File: src/rtl/gsq_pkg.sv
package gsq_pkg;

  typedef enum logic [2:0] {
    ST_OFF      = 3'd0,
    ST_HS_ON    = 3'd1,
    ST_DEAD_LS  = 3'd2,
    ST_LS_ON    = 3'd3,
    ST_LS_EMOFF = 3'd4,
    ST_DEAD_HS  = 3'd5
  } seqState_t;

  // strobes from control to datapath
  typedef struct packed {
    logic deadClr;
    logic minOnClr;
  } ctlStrobe_t;

  // conditioned status from datapath to control
  typedef struct packed {
    logic lvlHigh;
    logic triActive;
    logic hsBelow;
    logic lsBelow;
    logic swLow;
    logic zeroX;
    logic deadExpired;
    logic minOnDone;
  } fbStatus_t;

endpackage

File: src/rtl/gsq_sync.sv
module gsq_sync #(
  parameter int STAGES = 2
) (
  input  logic clk,
  input  logic rstN,
  input  logic d,
  output logic q
);
  logic [STAGES-1:0] shiftQ;

  generate
    if (STAGES == 1) begin : g_single
      always_ff @(posedge clk or negedge rstN) begin
        if (!rstN) shiftQ <= '0;
        else       shiftQ <= d;
      end
    end else begin : g_chain
      always_ff @(posedge clk or negedge rstN) begin
        if (!rstN) shiftQ <= '0;
        else       shiftQ <= {shiftQ[STAGES-2:0], d};
      end
    end
  endgenerate

  assign q = shiftQ[STAGES-1];
endmodule

File: src/rtl/gsq_datapath.sv
module gsq_datapath
  import gsq_pkg::*;
#(
  parameter int TRI_ENTRY   = 35,
  parameter int TRI_EXIT    = 7,
  parameter int MIN_ON      = 120,
  parameter int DEAD_TMO    = 16,
  parameter int SYNC_STAGES = 2
) (
  input  logic       clk,
  input  logic       rstN,
  input  logic       pwmHi,
  input  logic       pwmLo,
  input  logic       pwmMid,
  input  logic       hsGateLow,
  input  logic       lsGateLow,
  input  logic       swNodeLow,
  input  logic       zeroCross,
  input  ctlStrobe_t strb,
  output fbStatus_t  st
);
  localparam int NFLAG = 4;
  localparam int TMAX  = (TRI_ENTRY > TRI_EXIT) ? TRI_ENTRY : TRI_EXIT;
  localparam int TW    = $clog2(TMAX + 1);
  localparam int DW    = $clog2(DEAD_TMO + 1);
  localparam int MW    = $clog2(MIN_ON + 1);
  localparam logic [TW-1:0] ENTRY_LAST = TW'(TRI_ENTRY - 1);
  localparam logic [TW-1:0] EXIT_LAST  = TW'(TRI_EXIT - 1);
  localparam logic [DW-1:0] DEAD_LIM   = DW'(DEAD_TMO);
  localparam logic [MW-1:0] MIN_LIM    = MW'(MIN_ON);

  // asynchronous feedback flags through synchronizers
  logic [NFLAG-1:0] rawFlags;
  logic [NFLAG-1:0] syncFlags;
  assign rawFlags = {zeroCross, swNodeLow, lsGateLow, hsGateLow};

  for (genvar i = 0; i < NFLAG; i++) begin : g_sync
    gsq_sync #(.STAGES(SYNC_STAGES)) u_sync (
      .clk  (clk),
      .rstN (rstN),
      .d    (rawFlags[i]),
      .q    (syncFlags[i])
    );
  end

  // mid-level hold-off filter and held command level
  logic          rawTri;
  logic          triEff;
  logic          lvl;
  logic [TW-1:0] triCnt;
  logic [TW-1:0] triLast;

  assign rawTri  = pwmMid | (pwmHi ~^ pwmLo);
  assign triLast = triEff ? EXIT_LAST : ENTRY_LAST;

  always_ff @(posedge clk or negedge rstN) begin
    if (!rstN) begin
      triEff <= 1'b0;
      triCnt <= '0;
    end else if (rawTri != triEff) begin
      if (triCnt == triLast) begin
        triEff <= rawTri;
        triCnt <= '0;
      end else begin
        triCnt <= triCnt + 1'b1;
      end
    end else begin
      triCnt <= '0;
    end
  end

  always_ff @(posedge clk or negedge rstN) begin
    if (!rstN)        lvl <= 1'b0;
    else if (!rawTri) lvl <= pwmHi;
  end

  // dead-time wait limit
  logic [DW-1:0] deadCnt;
  always_ff @(posedge clk or negedge rstN) begin
    if (!rstN)                    deadCnt <= '0;
    else if (strb.deadClr)        deadCnt <= '0;
    else if (deadCnt != DEAD_LIM) deadCnt <= deadCnt + 1'b1;
  end

  // low-side minimum on-time
  logic [MW-1:0] minCnt;
  always_ff @(posedge clk or negedge rstN) begin
    if (!rstN)                  minCnt <= '0;
    else if (strb.minOnClr)     minCnt <= '0;
    else if (minCnt != MIN_LIM) minCnt <= minCnt + 1'b1;
  end

  always_comb begin
    st.lvlHigh     = lvl;
    st.triActive   = triEff;
    st.hsBelow     = syncFlags[0];
    st.lsBelow     = syncFlags[1];
    st.swLow       = syncFlags[2];
    st.zeroX       = syncFlags[3];
    st.deadExpired = (deadCnt == DEAD_LIM);
    st.minOnDone   = (minCnt == MIN_LIM);
  end
endmodule

File: src/rtl/gsq_control.sv
module gsq_control
  import gsq_pkg::*;
(
  input  logic       clk,
  input  logic       rstN,
  input  logic       supplyOk,
  input  logic       modeHi,
  input  logic       modeLo,
  input  logic       modeFloat,
  input  fbStatus_t  st,
  output ctlStrobe_t strb,
  output logic       hsEn,
  output logic       lsEn
);
  seqState_t state;
  seqState_t nxt;
  logic      shutDown;
  logic      emulMode;

  assign shutDown = ~supplyOk | modeFloat | (modeHi ~^ modeLo);
  assign emulMode = modeLo & ~modeHi;

  always_comb begin
    nxt = state;
    if (shutDown || st.triActive) begin
      nxt = ST_OFF;
    end else begin
      unique case (state)
        ST_OFF:      nxt = st.lvlHigh ? ST_DEAD_HS : ST_DEAD_LS;
        ST_HS_ON:    if (!st.lvlHigh) nxt = ST_DEAD_LS;
        ST_DEAD_LS: begin
          if (st.lvlHigh)                         nxt = ST_DEAD_HS;
          else if (st.hsBelow || st.deadExpired)  nxt = ST_LS_ON;
        end
        ST_LS_ON: begin
          if (st.lvlHigh)                                   nxt = ST_DEAD_HS;
          else if (emulMode && st.minOnDone && st.zeroX)    nxt = ST_LS_EMOFF;
        end
        ST_LS_EMOFF: if (st.lvlHigh) nxt = ST_DEAD_HS;
        ST_DEAD_HS: begin
          if (!st.lvlHigh)                                     nxt = ST_DEAD_LS;
          else if ((st.lsBelow && st.swLow) || st.deadExpired) nxt = ST_HS_ON;
        end
        default:     nxt = ST_OFF;
      endcase
    end
  end

  always_comb begin
    strb.deadClr  = ((nxt == ST_DEAD_LS) || (nxt == ST_DEAD_HS)) && (nxt != state);
    strb.minOnClr = (nxt == ST_LS_ON) && (state != ST_LS_ON);
  end

  always_ff @(posedge clk or negedge rstN) begin
    if (!rstN) begin
      state <= ST_OFF;
      hsEn  <= 1'b0;
      lsEn  <= 1'b0;
    end else begin
      state <= nxt;
      hsEn  <= (nxt == ST_HS_ON);
      lsEn  <= (nxt == ST_LS_ON);
    end
  end
endmodule

File: src/rtl/buck_gate_seq.sv
module buck_gate_seq
  import gsq_pkg::*;
#(
  parameter int TRI_ENTRY   = 35,
  parameter int TRI_EXIT    = 7,
  parameter int MIN_ON      = 120,
  parameter int DEAD_TMO    = 16,
  parameter int SYNC_STAGES = 2
) (
  input  logic clk,
  input  logic rstN,
  input  logic pwmHi,
  input  logic pwmLo,
  input  logic pwmMid,
  input  logic modeHi,
  input  logic modeLo,
  input  logic modeFloat,
  input  logic supplyOk,
  input  logic hsGateLow,
  input  logic lsGateLow,
  input  logic swNodeLow,
  input  logic zeroCross,
  output logic hsEn,
  output logic lsEn
);
  ctlStrobe_t strb;
  fbStatus_t  st;

  gsq_datapath #(
    .TRI_ENTRY   (TRI_ENTRY),
    .TRI_EXIT    (TRI_EXIT),
    .MIN_ON      (MIN_ON),
    .DEAD_TMO    (DEAD_TMO),
    .SYNC_STAGES (SYNC_STAGES)
  ) u_dp (
    .clk       (clk),
    .rstN      (rstN),
    .pwmHi     (pwmHi),
    .pwmLo     (pwmLo),
    .pwmMid    (pwmMid),
    .hsGateLow (hsGateLow),
    .lsGateLow (lsGateLow),
    .swNodeLow (swNodeLow),
    .zeroCross (zeroCross),
    .strb      (strb),
    .st        (st)
  );

  gsq_control u_ctl (
    .clk       (clk),
    .rstN      (rstN),
    .supplyOk  (supplyOk),
    .modeHi    (modeHi),
    .modeLo    (modeLo),
    .modeFloat (modeFloat),
    .st        (st),
    .strb      (strb),
    .hsEn      (hsEn),
    .lsEn      (lsEn)
  );
endmodule

File: config.mk
export PLATFORM = sky130hd
export DESIGN_NAME = buck_gate_seq
export DESIGN_NICKNAME = d
export VERILOG_FILES = /design/src/rtl/gsq_pkg.sv /design/src/rtl/gsq_sync.sv /design/src/rtl/gsq_datapath.sv /design/src/rtl/gsq_control.sv /design/src/rtl/buck_gate_seq.sv
export SDC_FILE = /design/constraint.sdc
export NUM_CORES = 1
export LEC_CHECK = 0
export BUFFER_PORTS_ARGS = -buffer_cell sky130_fd_sc_hd__buf_2
export CORE_ASPECT_RATIO = 0.7
export CORE_MARGIN = 2
export CORE_UTILIZATION = 35
export CTS_CLUSTER_DIAMETER = 80
export CTS_CLUSTER_SIZE = 25
export DETAILED_ROUTE_END_ITERATION = 8
export HOLD_SLACK_MARGIN = 0.06
export PLACE_DENSITY_LB_ADDON = 0.12
export SYNTH_ARGS = -nofsm -noshare
export SYNTH_HDL_FRONTEND = slang
export SYNTH_SLANG_ARGS = --single-unit
File: constraint.sdc
create_clock -name clk -period 2.1 [get_ports clk]
set_input_delay 0.21 -clock clk [delete_from_list [all_inputs] [get_ports clk]]
set_output_delay 0.21 -clock clk [all_outputs]
set_load 0.02 [all_outputs]
==> reports/summary.txt <==
CTS clk-pin slew, worst paths - 0.07 ns
EDFF count, synth - 0
synth warn - 0
CP max stage delay - 0.41 ns
crit path max fanout - 7
mapped cell area - 1720 um^2
GR Util All Layers - 13.6%
post-synth top area share - 48.1%
syn_area_per_cell - 9.98 um^2
Max IR drop VDD - 0.359 mV
Final Cycle Share - 96.5%
root buf cell - clkbuf_8
largest net degree at the start of global routing - 34
post-route minimum period - 2.03 ns
Synth cell types - 44
Max-cap violations - 0
GPL Wtd Cong - 0.781
die width - 87.7 um
crit path DAT - 2.19 ns
syn_nets - 192
met3 Use GR - 5.15%
Area Growth Syn to Fin - 20.6%
nets - 218
Setup Buffers After CTS - 0
Worst Skew - 0.00808 ns
synth cell count leaders - dfrtp_1, nor2_1, nand2_1
CP bufs+invs - 1
power per cell area - 864 nW/um^2
setup TNS - 0 ns
area leader, netlist - dfrtp_1
Setup Crit Path Kind - flop to flop
DRC viols - 0
detailed-route wire length per cell - 12.6 um
vias in the first global route - 1275
Slew HR - 51.5%
RSZ-0062 raised after global routing - true
Lkg Pwr - 0.923 nW
HPWL after DPL - 2490 um
clock sinks - 33
critical path data required time - 2.26 ns
CP startpoint kind - flop
I/O pin total - 15
Slew @ Worst Pin - 0.727 ns
count leader, synth - dfrtp_1
clock latency on the worst-skew pair - 0.28 ns
Final setup viols - 0
Buffers on Ports - 14
layout cells sized above 1 - 20.6%
Final Hold Fails - 0
CTS tree - done
row count - 21
grt met2 use - 19.8%
Initial DRC Count - 86
wirelength, routed - 3370 um
Via Count - 1274
Vert. Die Dim - 62.6 um
share of synthesized registers carrying an async set or reset - 100%
first-pass GRT wire length - 5690 um
M1 GR Usage - 18.4%
Post-synth top flop - dfrtp_1
Synth Instances - 172
Inserted Diodes - 0
Initial DRT Pass Iterations - 4
clock buffer count from CTS - 5
CP Cell Sequence - inv_2 -> ha_2 -> and4b_4 -> a2111o_1 -> a31oi_4 -> and4bb_4 -> nor3_2
GRT overflow - 0
Fmax - 0.494 GHz
Final Util - 43.5%
CP delay by family, top - compound AO/OA/AOI/OAI gates
crit end category - flop
register bit count reported by yosys - 33
global route hottest layer - met2
DIE AREA - 5490 um^2
register area share after synthesis - 48.1%
DRT antenna net count - 0
Clock Path Buffers - 2
Area contributors post-synth - dfrtp_1, nor2_1, ha_1, xnor2_1, nand2_1
Initial Util - 36.1%
crit path max-delay cell type - a2111o_1
Vias per Instance - 4.75
Slew Viols, Final - 0
H-tree level count - 2
CORE AREA - 4760 um^2
initial antenna violation count - 0
Hold Path Class - input port to flop
status - completed
==> worst paths after layout <==
path	start	endpoint	slack [ns]	cells after the start
worst max-delay path	u_dp.minCnt[0]	u_dp.minCnt[2]	0.07	7
worst min-delay path	pwmLo	u_dp.lvl	0.14	2
worst max register to register	u_dp.minCnt[0]	u_dp.minCnt[2]	0.07	7
worst min register to register	u_dp.g_sync[1].u_sync.shiftQ[0]	u_dp.g_sync[1].u_sync.shiftQ[1]	0.35	0
max in group asynchronous	rstN	u_dp.triCnt[0]	1.11	2
min in group asynchronous	rstN	u_dp.minCnt[5]	0.52	2
==> per-stage QoR <==
stage | cell area (um^2) | std cells | setup WS [ns] | power (W) | hold WS [ns]
after floorplan | 1720 | 172 | 0.229 | 0.00107 | -0.0856
after global placement | 1890 | 255 | 0.0108 | 0.00116 | 0.315
after detailed placement | 1890 | 255 | -0.0474 | 0.00119 | 0.320
after CTS | 2050 | 268 | 0.00408 | 0.00180 | 0.132
after global routing | 2070 | 268 | -0.00981 | 0.00191 | 0.150
final | 2070 | 268 | 0.0745 | 0.00179 | 0.140
==> worst register-to-register path, stage by stage, from the launching register on <==
cell	delay, ns
dfrtp_1	0.39
inv_2	0.06
ha_2	0.17
and4b_4	0.21
a2111o_1	0.41
a31oi_4	0.27
and4bb_4	0.34
nor3_2	0.06
==> layout by cell type, fill, tap and decap left out, types with 2 or more instances in the layout <==
master,count
a21oi_1,4
and3_1,2
buf_2,14
buf_4,6
clkbuf_8,5
dfrtp_1,33
dlygate4sd3_1,5
ha_1,6
inv_1,8
inv_2,2
nand2_1,17
nand3_1,10
nand4_1,3
nor2_1,23
o21ai_0,7
o22ai_1,5
xnor2_1,10
xor2_1,7
==> power by group <==
group	switching, W	internal, W	leakage (nW)
clock	0.000243	0.000355	0.0543
combinational	0.000215	0.000209	0.457
sequential	0.0000667	0.000702	0.412
total	0.000524	0.00127	0.923
==> registers in the layout (all words and copies together) (netlist names) <==
signal and count:
u_ctl.hsEn 1, u_ctl.lsEn 1, u_ctl.state 3, u_dp.deadCnt 5, u_dp.g_sync.u_sync.shiftQ 8, u_dp.lvl 1
u_dp.minCnt 7, u_dp.triCnt 6, u_dp.triEff 1
==> layer usage <==
metal  vias to the layer above  wire length, um
li1                        646                -
met1                       602             1690
met2                        22             1510
met3                         4              116
met4                         0               46
met5                         -                0
==> logic make-up (layout without fill, tap and decap cells) <==
kind of cell               count (synthesis)  in the layout  share of synthesized area [%]
muxes                                      1              1                          0.583
AOI/OAI and AO/OA                         30             30                           12.6
buffers and inverters                     16             43                           3.94
xor gates and xnor gates                  17             17                           8.67
DFF                                       33             33                           48.1
adders and majority gates                  7              7                           5.10
and+or+nand+nor                           68             68                           21.0
==> timing repair <==
item / 4_1_cts / 5_1_grt
hold buffers: 5 / 0
pin swaps: 0 / 2
cloned: 0 / 0
resized for setup: 1 / 6
hold endpoints to repair: 37 / 0
endpoints found under the setup margin: 7 / 12
==> final cells by class <==
| cell class | count | area, um^2 |
|---|---|---|
| Timing Repair Buffer | 25 | 165 |
| Tap cell | 69 | 86.3 |
| Clock buffer | 5 | 68.8 |
| Clock inverter | 3 | 46.3 |
| Fill cell | 457 | 2690 |
| Inverter | 10 | 37.5 |
| Sequential cell | 33 | 826 |
| Multi-Input combinational cell | 123 | 841 |
Power figures use the tool's default switching activity.
